## config.mk

```make
export PLATFORM = sky130hd
export DESIGN_NAME = mon_hs_ctrl
export DESIGN_NICKNAME = d
export VERILOG_FILES = /design/src/rtl/mon_hs_pkg.sv /design/src/rtl/mon_hs_snd.sv /design/src/rtl/mon_hs_rcv.sv /design/src/rtl/mon_hs_regs.sv /design/src/rtl/mon_hs_ctrl.sv
export SDC_FILE = /design/constraint.sdc
export NUM_CORES = 1
export LEC_CHECK = 0
export BUFFER_PORTS_ARGS = -buffer_cell sky130_fd_sc_hd__buf_4
export CORE_MARGIN = 2
export CORE_UTILIZATION = 50
export CTS_BUF_LIST = sky130_fd_sc_hd__clkbuf_8
export DETAILED_ROUTE_END_ITERATION = 8
export PLACE_DENSITY = 0.72
export SLEW_MARGIN = 20
export SYNTH_ARGS = -nofsm -noshare
export SYNTH_HDL_FRONTEND = slang
export SYNTH_SLANG_ARGS = --single-unit
```

## constraint.sdc

```tcl
create_clock -name clk -period 2.2 [get_ports clk]
set_clock_uncertainty 0.1 [all_clocks]
set_input_delay 0.44 -clock clk [delete_from_list [all_inputs] [get_ports clk]]
set_output_delay 0.44 -clock clk [all_outputs]
set_load 0.02 [all_outputs]
```

## src/rtl/mon_hs_pkg.sv

```systemverilog
package mon_hs_pkg;
   typedef enum logic [1:0] {SND_IDLE, SND_BUSY, SND_DONE} snd_st_e;
   typedef enum logic [1:0] {RCV_IDLE, RCV_CMP, RCV_HOLD, RCV_REL} rcv_st_e;
   localparam logic [1:0] A_CTRL = 2'd0;
   localparam logic [1:0] A_TXD  = 2'd1;
   localparam logic [1:0] A_STAT = 2'd2;
   localparam logic [1:0] A_RXD  = 2'd3;
   localparam int CTRL_BITS = 4;
   localparam int STAT_BITS = 6;
endpackage

```

## src/rtl/mon_hs_snd.sv

```systemverilog
module mon_hs_snd
   import mon_hs_pkg::*;
#(
   parameter int DATA_W = 8
) (
   input  logic              clk,
   input  logic              rst_n,
   input  logic              frame_i,
   input  logic              en_i,
   input  logic              load_i,
   input  logic [DATA_W-1:0] load_data_i,
   input  logic              far_ack_i,
   output logic              hs_o,
   output logic [DATA_W-1:0] data_o,
   output logic [DATA_W-1:0] hold_o,
   output logic              acked_o,
   output logic              abort_o,
   output logic              busy_o
);
   snd_st_e           st;
   logic              pend, low_seen;
   logic [DATA_W-1:0] hold, cur;

   always_ff @(posedge clk or negedge rst_n) begin
      if (!rst_n) begin
         st <= SND_IDLE; pend <= 1'b0; low_seen <= 1'b0; busy_o <= 1'b0;
         hold <= '0; cur <= '1; acked_o <= 1'b0; abort_o <= 1'b0;
      end else begin
         acked_o <= 1'b0;
         abort_o <= 1'b0;
         if (load_i) hold <= load_data_i;
         if (!en_i) begin
            st <= SND_IDLE; pend <= 1'b0; low_seen <= 1'b0; busy_o <= 1'b0;
         end else begin
            if (frame_i) begin
               case (st)
                  SND_IDLE: if (pend) begin
                     st <= SND_BUSY; cur <= hold; pend <= 1'b0; low_seen <= 1'b0;
                  end
                  SND_BUSY: if (!far_ack_i) begin
                     if (low_seen) begin st <= SND_DONE; acked_o <= 1'b1; end
                     else low_seen <= 1'b1;
                  end else if (low_seen) begin
                     st <= SND_IDLE; abort_o <= 1'b1; busy_o <= 1'b0; pend <= 1'b0;
                  end
                  SND_DONE: if (far_ack_i) begin
                     if (pend) begin
                        st <= SND_BUSY; cur <= hold; pend <= 1'b0; low_seen <= 1'b0;
                     end else begin
                        st <= SND_IDLE; busy_o <= 1'b0;
                     end
                  end
                  default: st <= SND_IDLE;
               endcase
            end
            if (load_i) begin pend <= 1'b1; busy_o <= 1'b1; end
         end
      end
   end

   assign hs_o   = !(en_i && st == SND_BUSY);
   assign data_o = (st == SND_BUSY) ? cur : '1;
   assign hold_o = hold;


   snd_repeat_chk: assert property (@(posedge clk) disable iff (!rst_n)
      (!hs_o && $past(!hs_o)) |-> $stable(data_o));

   snd_ack_cause_chk: assert property (@(posedge clk) disable iff (!rst_n)
      acked_o |-> ($past(frame_i) && !$past(far_ack_i)));

   snd_off_idle_chk: assert property (@(posedge clk) disable iff (!rst_n)
      $fell(en_i) |=> !busy_o);
endmodule

```

## src/rtl/mon_hs_rcv.sv

```systemverilog
module mon_hs_rcv
   import mon_hs_pkg::*;
#(
   parameter int DATA_W = 8
) (
   input  logic              clk,
   input  logic              rst_n,
   input  logic              frame_i,
   input  logic              en_i,
   input  logic              far_snd_i,
   input  logic [DATA_W-1:0] data_i,
   output logic              hs_o,
   output logic [DATA_W-1:0] rx_data_o,
   output logic              got_o,
   output logic              end_o
);
   rcv_st_e           st;
   logic              hi_seen;
   logic [DATA_W-1:0] cand;

   always_ff @(posedge clk or negedge rst_n) begin
      if (!rst_n) begin
         st <= RCV_IDLE; hi_seen <= 1'b0; cand <= '0; rx_data_o <= '0;
         got_o <= 1'b0; end_o <= 1'b0;
      end else begin
         got_o <= 1'b0;
         end_o <= 1'b0;
         if (!en_i) begin
            st <= RCV_IDLE; hi_seen <= 1'b0;
         end else if (frame_i) begin
            case (st)
               RCV_IDLE: if (!far_snd_i) begin cand <= data_i; st <= RCV_CMP; end
               RCV_CMP: if (far_snd_i) st <= RCV_IDLE;
                  else if (data_i == cand) begin
                     rx_data_o <= data_i; got_o <= 1'b1; st <= RCV_HOLD;
                  end else cand <= data_i;
               RCV_HOLD: if (far_snd_i) begin st <= RCV_REL; hi_seen <= 1'b0; end
               RCV_REL: if (!far_snd_i) begin cand <= data_i; st <= RCV_CMP; end
                  else if (hi_seen) begin end_o <= 1'b1; st <= RCV_IDLE; end
                  else hi_seen <= 1'b1;
               default: st <= RCV_IDLE;
            endcase
         end
      end
   end

   assign hs_o = !(en_i && st == RCV_HOLD);


   rcv_ack_at_frame_chk: assert property (@(posedge clk) disable iff (!rst_n)
      $fell(hs_o) |-> ($past(frame_i) && !$past(far_snd_i)));

   rcv_got_holds_ack_chk: assert property (@(posedge clk) disable iff (!rst_n)
      (got_o && en_i) |-> !hs_o);
endmodule

```

## src/rtl/mon_hs_regs.sv

```systemverilog
module mon_hs_regs
   import mon_hs_pkg::*;
#(
   parameter int DATA_W = 8
) (
   input  logic              clk,
   input  logic              rst_n,
   input  logic [1:0]        addr_i,
   input  logic              wr_i,
   input  logic              rd_i,
   input  logic [DATA_W-1:0] wdata_i,
   output logic [DATA_W-1:0] rdata_o,
   output logic              irq_o,
   output logic              snd_en_o,
   output logic              rcv_en_o,
   output logic              load_o,
   input  logic [DATA_W-1:0] hold_i,
   input  logic [DATA_W-1:0] rx_data_i,
   input  logic              acked_i,
   input  logic              abort_i,
   input  logic              busy_i,
   input  logic              got_i,
   input  logic              end_i
);
   logic [CTRL_BITS-1:0] ctrl;
   logic                 f_ack, f_abt, f_got, f_end, rd_stat;
   logic [STAT_BITS-1:0] stat;

   assign rd_stat = rd_i && addr_i == A_STAT;
   assign load_o  = wr_i && addr_i == A_TXD;

   always_ff @(posedge clk or negedge rst_n) begin
      if (!rst_n) begin
         ctrl <= '0; f_ack <= 1'b0; f_abt <= 1'b0; f_got <= 1'b0; f_end <= 1'b0;
      end else begin
         if (wr_i && addr_i == A_CTRL) ctrl <= wdata_i[CTRL_BITS-1:0];
         f_ack <= acked_i | (f_ack & !rd_stat);
         f_abt <= abort_i | (f_abt & !rd_stat);
         f_got <= got_i   | (f_got & !rd_stat);
         f_end <= end_i   | (f_end & !rd_stat);
      end
   end

   assign snd_en_o = ctrl[0];
   assign rcv_en_o = ctrl[2];
   assign stat     = {f_end, f_got, 1'b0, busy_i, f_abt, f_ack};
   assign irq_o    = (ctrl[1] & (f_ack | f_abt)) | (ctrl[3] & (f_got | f_end));

   always_comb begin
      case (addr_i)
         A_CTRL:  rdata_o = DATA_W'(ctrl);
         A_TXD:   rdata_o = hold_i;
         A_STAT:  rdata_o = DATA_W'(stat);
         default: rdata_o = rx_data_i;
      endcase
   end


   rd_clears_chk: assert property (@(posedge clk) disable iff (!rst_n)
      ($past(rd_stat) && !$past(acked_i | abort_i | got_i | end_i))
      |-> !(f_ack | f_abt | f_got | f_end));

   irq_masked_chk: assert property (@(posedge clk) disable iff (!rst_n)
      (!ctrl[1] && !ctrl[3]) |-> !irq_o);
endmodule

```

## src/rtl/mon_hs_ctrl.sv

```systemverilog
module mon_hs_ctrl
   import mon_hs_pkg::*;
#(
   parameter int DATA_W = 8
) (
   input  logic              clk,
   input  logic              rst_n,
   input  logic              frame_i,
   input  logic              far_snd_hs_i,
   input  logic              far_ack_hs_i,
   input  logic [DATA_W-1:0] data_i,
   output logic              snd_hs_o,
   output logic              ack_hs_o,
   output logic [DATA_W-1:0] data_o,
   input  logic [1:0]        host_addr_i,
   input  logic              host_wr_i,
   input  logic              host_rd_i,
   input  logic [DATA_W-1:0] host_wdata_i,
   output logic [DATA_W-1:0] host_rdata_o,
   output logic              irq_o
);
   localparam int MIN_W = (CTRL_BITS > STAT_BITS) ? CTRL_BITS : STAT_BITS;

   generate
      if (DATA_W < MIN_W) begin : g_width_chk
         $error("mon_hs_ctrl: DATA_W must hold the status word");
      end
   endgenerate

   logic              snd_en, rcv_en, load, acked, abort, busy, got, endm;
   logic [DATA_W-1:0] hold, rx_data;

   mon_hs_regs #(.DATA_W(DATA_W)) u_regs (
      .clk(clk), .rst_n(rst_n), .addr_i(host_addr_i), .wr_i(host_wr_i),
      .rd_i(host_rd_i), .wdata_i(host_wdata_i), .rdata_o(host_rdata_o),
      .irq_o(irq_o), .snd_en_o(snd_en), .rcv_en_o(rcv_en), .load_o(load),
      .hold_i(hold), .rx_data_i(rx_data), .acked_i(acked), .abort_i(abort),
      .busy_i(busy), .got_i(got), .end_i(endm)
   );

   mon_hs_snd #(.DATA_W(DATA_W)) u_snd (
      .clk(clk), .rst_n(rst_n), .frame_i(frame_i), .en_i(snd_en),
      .load_i(load), .load_data_i(host_wdata_i), .far_ack_i(far_ack_hs_i),
      .hs_o(snd_hs_o), .data_o(data_o), .hold_o(hold), .acked_o(acked),
      .abort_o(abort), .busy_o(busy)
   );

   mon_hs_rcv #(.DATA_W(DATA_W)) u_rcv (
      .clk(clk), .rst_n(rst_n), .frame_i(frame_i), .en_i(rcv_en),
      .far_snd_i(far_snd_hs_i), .data_i(data_i), .hs_o(ack_hs_o),
      .rx_data_o(rx_data), .got_o(got), .end_o(endm)
   );


   idle_out_chk: assert property (@(posedge clk) disable iff (!rst_n)
      snd_hs_o |-> (data_o == '1 || $past(!snd_hs_o)));
endmodule

```

==> impl_metrics.env, run 1 <==
export IMPL_synth_ff_type="dfrtp_1"
export IMPL_post_route_util_pct=62.3
export IMPL_clock_latency_ps=300
export IMPL_fp_dieW_um=77.0
export IMPL_period_share_pct=92.3
export IMPL_regArea_um2=1310
export IMPL_clock_sinks=52
export IMPL_cp_max_fo=10
export IMPL_cts_htree_levels=2
export IMPL_placementRows=26
export IMPL_worstMarginPinSlew_ps=646
export IMPL_cts_made_buffers=5
export IMPL_cts_tree="yes"
export IMPL_path_cells="mux4_2 > buf_4"
export IMPL_grt_usage_pct=18.0
export IMPL_synthTopCellsByArea="dfrtp_1 (41%), mux2_2 (11%), dfstp_2 (7.9%)"
export IMPL_synth_net_count=241
export IMPL_cp_startpoint="u_regs.ctrl[2]"
export IMPL_drc=0
export IMPL_path_clk_slew_ps=90
export IMPL_die_area_um2=5930
export IMPL_holdCritPathClass="input pin to async pin"
export IMPL_io_buffer_count=43
export IMPL_dp_hpwl_um=3680
export IMPL_cpMaxStageDelayCell="mux4_2"
export IMPL_root_buffer="clkbuf_8"
export IMPL_io_pin_count=44
export IMPL_synthTopCellsByCount="dfrtp_1 (44), mux2_2 (27), nand2b_1 (11)"
export IMPL_core_area_um2=5140
export IMPL_gp_congestion=0.860
export IMPL_cts_buffer_depth=2
export IMPL_fillers=433
export IMPL_grt_max_degree=53
export IMPL_hold_violations=0
export IMPL_synth_most_common_cell="dfrtp_1"
export IMPL_first_pass_iters=4
export IMPL_antenna_found_initial=0
export IMPL_start_kind="flop"
export IMPL_synth_avg_cell_area_um2=12.8
export IMPL_netlist_instances=208
export IMPL_cap_violations=0
export IMPL_final_min_clock_period_ps=2030
export IMPL_p_leak_uw=0.00150
export IMPL_finalSetupViolations=0
export IMPL_drt_iter0_drc=121
export IMPL_status="finished clean"
export IMPL_tns_ps=0
export IMPL_ant_nets=0
export IMPL_post_cts_buffers=0
export IMPL_antenna_cells=0
export IMPL_grt_setup_unrepaired="false"
export IMPL_crit_path_end_kind="output pin"
export IMPL_path_buf_inv=1
export IMPL_wl_per_cell_um=15.7
export IMPL_slew_violations=0
export IMPL_synth_edff_count=0
export IMPL_vias=1737
export IMPL_synthArstFlopShare_pct=100
export IMPL_grt_pass1_wl_um=8480
export IMPL_peakVddDrop_uv=508
export IMPL_grt_ovfl_total=0
export IMPL_die_h_um=77.0
export IMPL_cts_hold_buf=0
export IMPL_totalWireLength_um=5140
export IMPL_nNetsFinal=290
export IMPL_layout_drive_gt1_share_pct=41.9
export IMPL_routed_via_density=5.30
export IMPL_multi_input_area_um2=1300
export IMPL_start_util_pct=51.9
export IMPL_cts_resized=0
export IMPL_yosys_warnings=0
export IMPL_yosysTopAreaCellShare_pct=41.3
export IMPL_synth_cell_types=41
export IMPL_p_per_area_nw_per_um2=942
export IMPL_r2r_start="u_rcv.st[0]"
export IMPL_syn_area_um2=2670
export IMPL_crit_required_ps=1660
export IMPL_ys_seq_elements=52
export IMPL_cp_data_arrival_time_ps=1490
export IMPL_netlist_top_cell_by_area="dfrtp_1"
export IMPL_slew_headroom_pct=56.9
export IMPL_fmax_mhz=493
export IMPL_yosysSeqAreaShare_pct=49.2
export IMPL_path_class="flop to output pin"
export IMPL_syn2layout_area_growth_pct=20.1
export IMPL_cp_top_family="multiplexers"
export IMPL_grt_pass1_vias=1705
export IMPL_cp_slowest_stage_delay_ps=510
path summary, 6_finish.rpt:
path | endpoint | slack, ps | depth (start not counted)
setup / recovery | host_rdata_o[2] | 170 | 2
hold / removal | u_rcv.cand[7] | 50 | 1
setup reg to reg | u_rcv.cand[7] | 170 | 6
hold reg to reg | u_regs.f_got | 330 | 1
max in group asynchronous | u_snd.hold_o[6] | 1510 | 1
min in group clk | u_snd.hold_o[7] | 270 | 2
per-stage QoR:
stage	total power, uW	worst slack, ps	std cells	instance area, um^2	hold slack [ps]
2_1_floorplan	2040	233	208	2670	44.4
3_3_place_gp	2360	210	320	3090	313
3_5_place_dp	2390	188	320	3090	316
4_1_cts	3040	161	328	3200	83.5
5_1_grt	3180	86.0	328	3200	108
6_report	3010	170	328	3200	51.5
cells in the final DEF (no fill, tap or decap), types with 6 or more instances in the layout:
master and instances:
o21ai_0 8, dfstp_2 8, dfrtp_1 44, nor2_1 6
nand2_1 10, mux2_2 27, buf_4 49, mux2_4 8
xor2_1 8, ha_1 8, inv_1 7, nand2b_1 11
metal layers:
| metal | track usage, % | wire, um | vias to the layer above |
|---|---|---|---|
| li1 | - | - | 835 |
| met1 | 26.1 | 2490 | 866 |
| met2 | 28.2 | 2460 | 32 |
| met3 | 2.82 | 154 | 4 |
| met4 | 5.54 | 39 | 0 |
| met5 | 0 | 0 | - |
power by group:
part / internal, uW / switching (uW) / total [uW] / leakage, uW
clock network: 333 / 308 / 641 / 0.0000593
logic: 502 / 511 / 1010 / 0.000792
registers: 1210 / 151 / 1360 / 0.000652
total: 2040 / 970 / 3010 / 0.00150
area by class of cell:
cell class | count | area share (%)
clock inverter | 3 | 1.21
sequential | 52 | 41.0
inverter | 7 | 0.821
multi-input combinational | 142 | 40.6
timing repair buffer | 49 | 11.5
clock buffer | 5 | 2.15
tap | 70 | 2.74
worst reg2reg max path: stages (launching register included):
cell      delay [ps]
dfrtp_1          460
inv_1            100
ha_1             300
nand2b_1          80
nand4b_1         140
a31oi_4          340
mux2_2           380
state kept, by name (all words and copies together) (netlist names):
signal           cells
u_rcv.cand           8
u_rcv.rx_data_o      8
u_snd.cur            8
u_snd.hold_o         8
u_regs.ctrl          4
u_rcv.st             2
u_snd.st             2
u_rcv.end_o          1
u_rcv.got_o          1
u_rcv.hi_seen        1
u_regs.f_abt         1
u_regs.f_ack         1
u_regs.f_end         1
u_regs.f_got         1
u_snd.abort_o        1
u_snd.acked_o        1
u_snd.busy_o         1
u_snd.low_seen       1
u_snd.pend           1
cells by family after synthesis:
group / synth area share, %
buffers and inverters: 2.02
multiplexers: 22.4
adder cells (fa/ha/maj): 3.76
AO/OA/AOI/OAI: 8.12
XOR/XNOR: 2.63
flip-flops: 49.2
AND/OR/NAND/NOR: 11.8
Note: power is estimated with default switching activity, not from simulation.
==> inputs of run 2 (changes only) <==
ABC_AREA = 1   (was unset)
GPL_TIMING_DRIVEN = 0   (was unset)
==> run 2 against run 1 <==
- synthesized cell count is 60% higher
- non-clock buffer count is 1 lower
- cell area about the same
- critical endpoint is now data_o[4]
- highest routed layer unchanged
==> impl_metrics.env, run 2 <==
export IMPL_status="finished clean"
export IMPL_finalSetupViolations=0
export IMPL_hold_violations=0
export IMPL_fin_cells=453
export IMPL_io_buffer_count=43
export IMPL_dpl_cell_area_um2=3100
export IMPL_synth_cell_types=33
export IMPL_root_buffer="clkbuf_8"
export IMPL_yosysTopAreaCellShare_pct=40.9
export IMPL_antenna_cells=0
export IMPL_cp_startpoint="u_snd.st[1]"
export IMPL_cp_data_arrival_time_ps=1550
export IMPL_p_switching_uw=999
export IMPL_fp_dieW_um=77.3
export IMPL_crit_required_ps=1660
export IMPL_wl_per_cell_um=11.7
export IMPL_cts_made_buffers=5
export IMPL_start_util_pct=52.3
export IMPL_ys_seq_elements=52
export IMPL_dp_hpwl_um=4050
export IMPL_die_h_um=77.3
export IMPL_grt_pass1_vias=2127
export IMPL_routed_via_density=4.84
export IMPL_syn_area_um2=2690
export IMPL_cts_tree="yes"
export IMPL_p_leak_uw=0.00162
export IMPL_netlist_instances=333
export IMPL_nNetsFinal=415
export IMPL_grt_max_degree=53
export IMPL_p_int_uw=1870
export IMPL_final_common_cell="nand2_1"
export IMPL_clock_sinks=52
export IMPL_period_share_pct=95.2
export IMPL_drt_iter0_drc=122
export IMPL_cts_buffer_depth=2
export IMPL_cts_hold_buf=0
export IMPL_synthArstFlopShare_pct=100
export IMPL_synth_ff_type="dfrtp_1"
export IMPL_r2r_start="u_snd.st[0]"
export IMPL_synth_edff_count=0
export IMPL_worstMarginPinSlew_ps=646
export IMPL_cts_htree_levels=2
export IMPL_netlist_top_cell_by_area="dfrtp_1"
export IMPL_grt_setup_unrepaired="false"
export IMPL_grt_ovfl_total=0
export IMPL_placementRows=26
export IMPL_fmax_mhz=477
export IMPL_clock_power_share_pct=20.1
export IMPL_cap_violations=0
export IMPL_p_per_area_nw_per_um2=898
export IMPL_holdCritPathClass="input pin to async pin"
export IMPL_yosysSeqAreaShare_pct=48.8
export IMPL_gp_congestion=0.846
export IMPL_die_area_um2=5980
export IMPL_synthTopCellsByCount="nand2_1 (105), dfrtp_1 (44), inv_1 (40)"
export IMPL_antenna_found_initial=0
export IMPL_fin_area_um2=3200
export IMPL_clock_latency_ps=290
export IMPL_drc=0
export IMPL_peakVddDrop_uv=475
export IMPL_final_min_clock_period_ps=2090
export IMPL_layout_drive_gt1_share_pct=24.3
export IMPL_vias=2193
export IMPL_slew_violations=0
export IMPL_yosys_warnings=0
export IMPL_core_area_um2=5140
export IMPL_path_clk_slew_ps=90
export IMPL_synthTopCellsByArea="dfrtp_1 (41%), nand2_1 (15%), dfstp_2 (7.8%)"
export IMPL_syn2layout_area_growth_pct=18.9
export IMPL_synth_most_common_cell="nand2_1"
export IMPL_swShare_pct=34.8
export IMPL_tns_ps=0
export IMPL_pwr_share_seq_pct=44.2
export IMPL_grt_usage_pct=18.8
export IMPL_crit_path_end_kind="output pin"
export IMPL_placedCellCount=446
export IMPL_mostFrequentLayoutCells="nand2_1 (105), buf_4 (44), dfrtp_1 (44)"
export IMPL_grt_pass1_wl_um=9110
export IMPL_slew_headroom_pct=57.0
export IMPL_combPwrFrac_pct=35.7
export IMPL_ant_nets=0
export IMPL_cp_max_fo=11
export IMPL_start_kind="flop"
export IMPL_io_pin_count=44
export IMPL_path_class="flop to output pin"
export IMPL_synth_net_count=366
export IMPL_synth_avg_cell_area_um2=8.07
export IMPL_first_pass_iters=4
export IMPL_totalWireLength_um=5320
-- run 2: cell count changes in the layout (fill, tap and decap cells not counted), sizes merged, moves of 8 or more --
cell    change
nand2     +102
nand3      +11
or2         +9
inv        +38
o21ai      +27
nor2       +12
mux2       -40
xor2        -8
nand2b     -11
-- run 2: repair_timing --
item | CTS | global route
gates resized for setup | 0 | 2
setup buffers | 0 | 0
endpoints found under the setup margin | 8 | 8
-- run 2: final timing paths --
path | cells past startpoint | slack, ps | endpoint
setup / recovery | 5 | 110 | data_o[4]
hold / removal | 1 | 50 | u_snd.low_seen
setup reg to reg | 9 | 470 | u_snd.st[1]
hold reg to reg | 1 | 350 | u_regs.f_got
max in group asynchronous | 1 | 1510 | u_regs.ctrl[1]
min in group clk | 3 | 250 | u_snd.hold_o[5]
-- run 2: through the flow --
| step | util, % | setup WS [ps] | total power (uW) | hold slack (ps) |
|---|---|---|---|---|
| final | 62.2 | 106 | 2870 | 52.0 |
| after global routing | 62.2 | 3.23 | 3090 | 110 |
| after CTS | 62.2 | 22.6 | 2890 | 88.0 |
| after detailed placement | 60.3 | 247 | 2320 | 334 |
| after global placement | 60.3 | 300 | 2290 | 322 |
| after floorplan | - | 492 | 2000 | 44.4 |
-- run 2: kinds of logic (layout without fill, tap and decap cells) --
group                      after synthesis  count (layout)  synth area share, %
xor gates and xnor gates                 5               5                 1.63
AOI/OAI and AO/OA                       55              55                 12.1
and+or+nand+nor                        162             162                 26.2
buffers and inverters                   51             101                 7.63
adders and majority gates                8               8                 3.72
DFF                                     52              52                 48.8
-- run 2: power groups by stage --
stage	combinational, uW	clock, uW	sequential (uW)
global placement	1010	0	1280
detailed placement	1030	0	1290
finish	1030	578	1270
global route	1160	636	1290
floorplan	737	0	1260
CTS	1030	595	1270
-- run 2: layer usage --
metal / vias to the layer above / wire length (um) / part of all wire [%] / global-route usage (%)
met5: - / 0 / 0 / 0
met4: 0 / 48 / 0.90 / 4.29
met3: 6 / 207 / 3.9 / 3.26
met2: 40 / 2610 / 49 / 34.3
met1: 999 / 2450 / 46 / 23.2
li1: 1148 / - / - / -
-- run 2: worst max-delay path: stages, from the launching register on --
cell and delay [ps]:
dfrtp_1 410, inv_1 120, ha_2 220, inv_2 80, or2_2 280, buf_4 160
-- run 2: layout make-up --
cell class	instances	area, um^2
clock inverter	1	3.75
sequential	52	1310
clock buffer	7	96.3
tap	70	87.6
inverter	45	169
timing repair buffer	43	323
buffer	5	32.5
fill	495	1940
multi-input combinational	230	1170
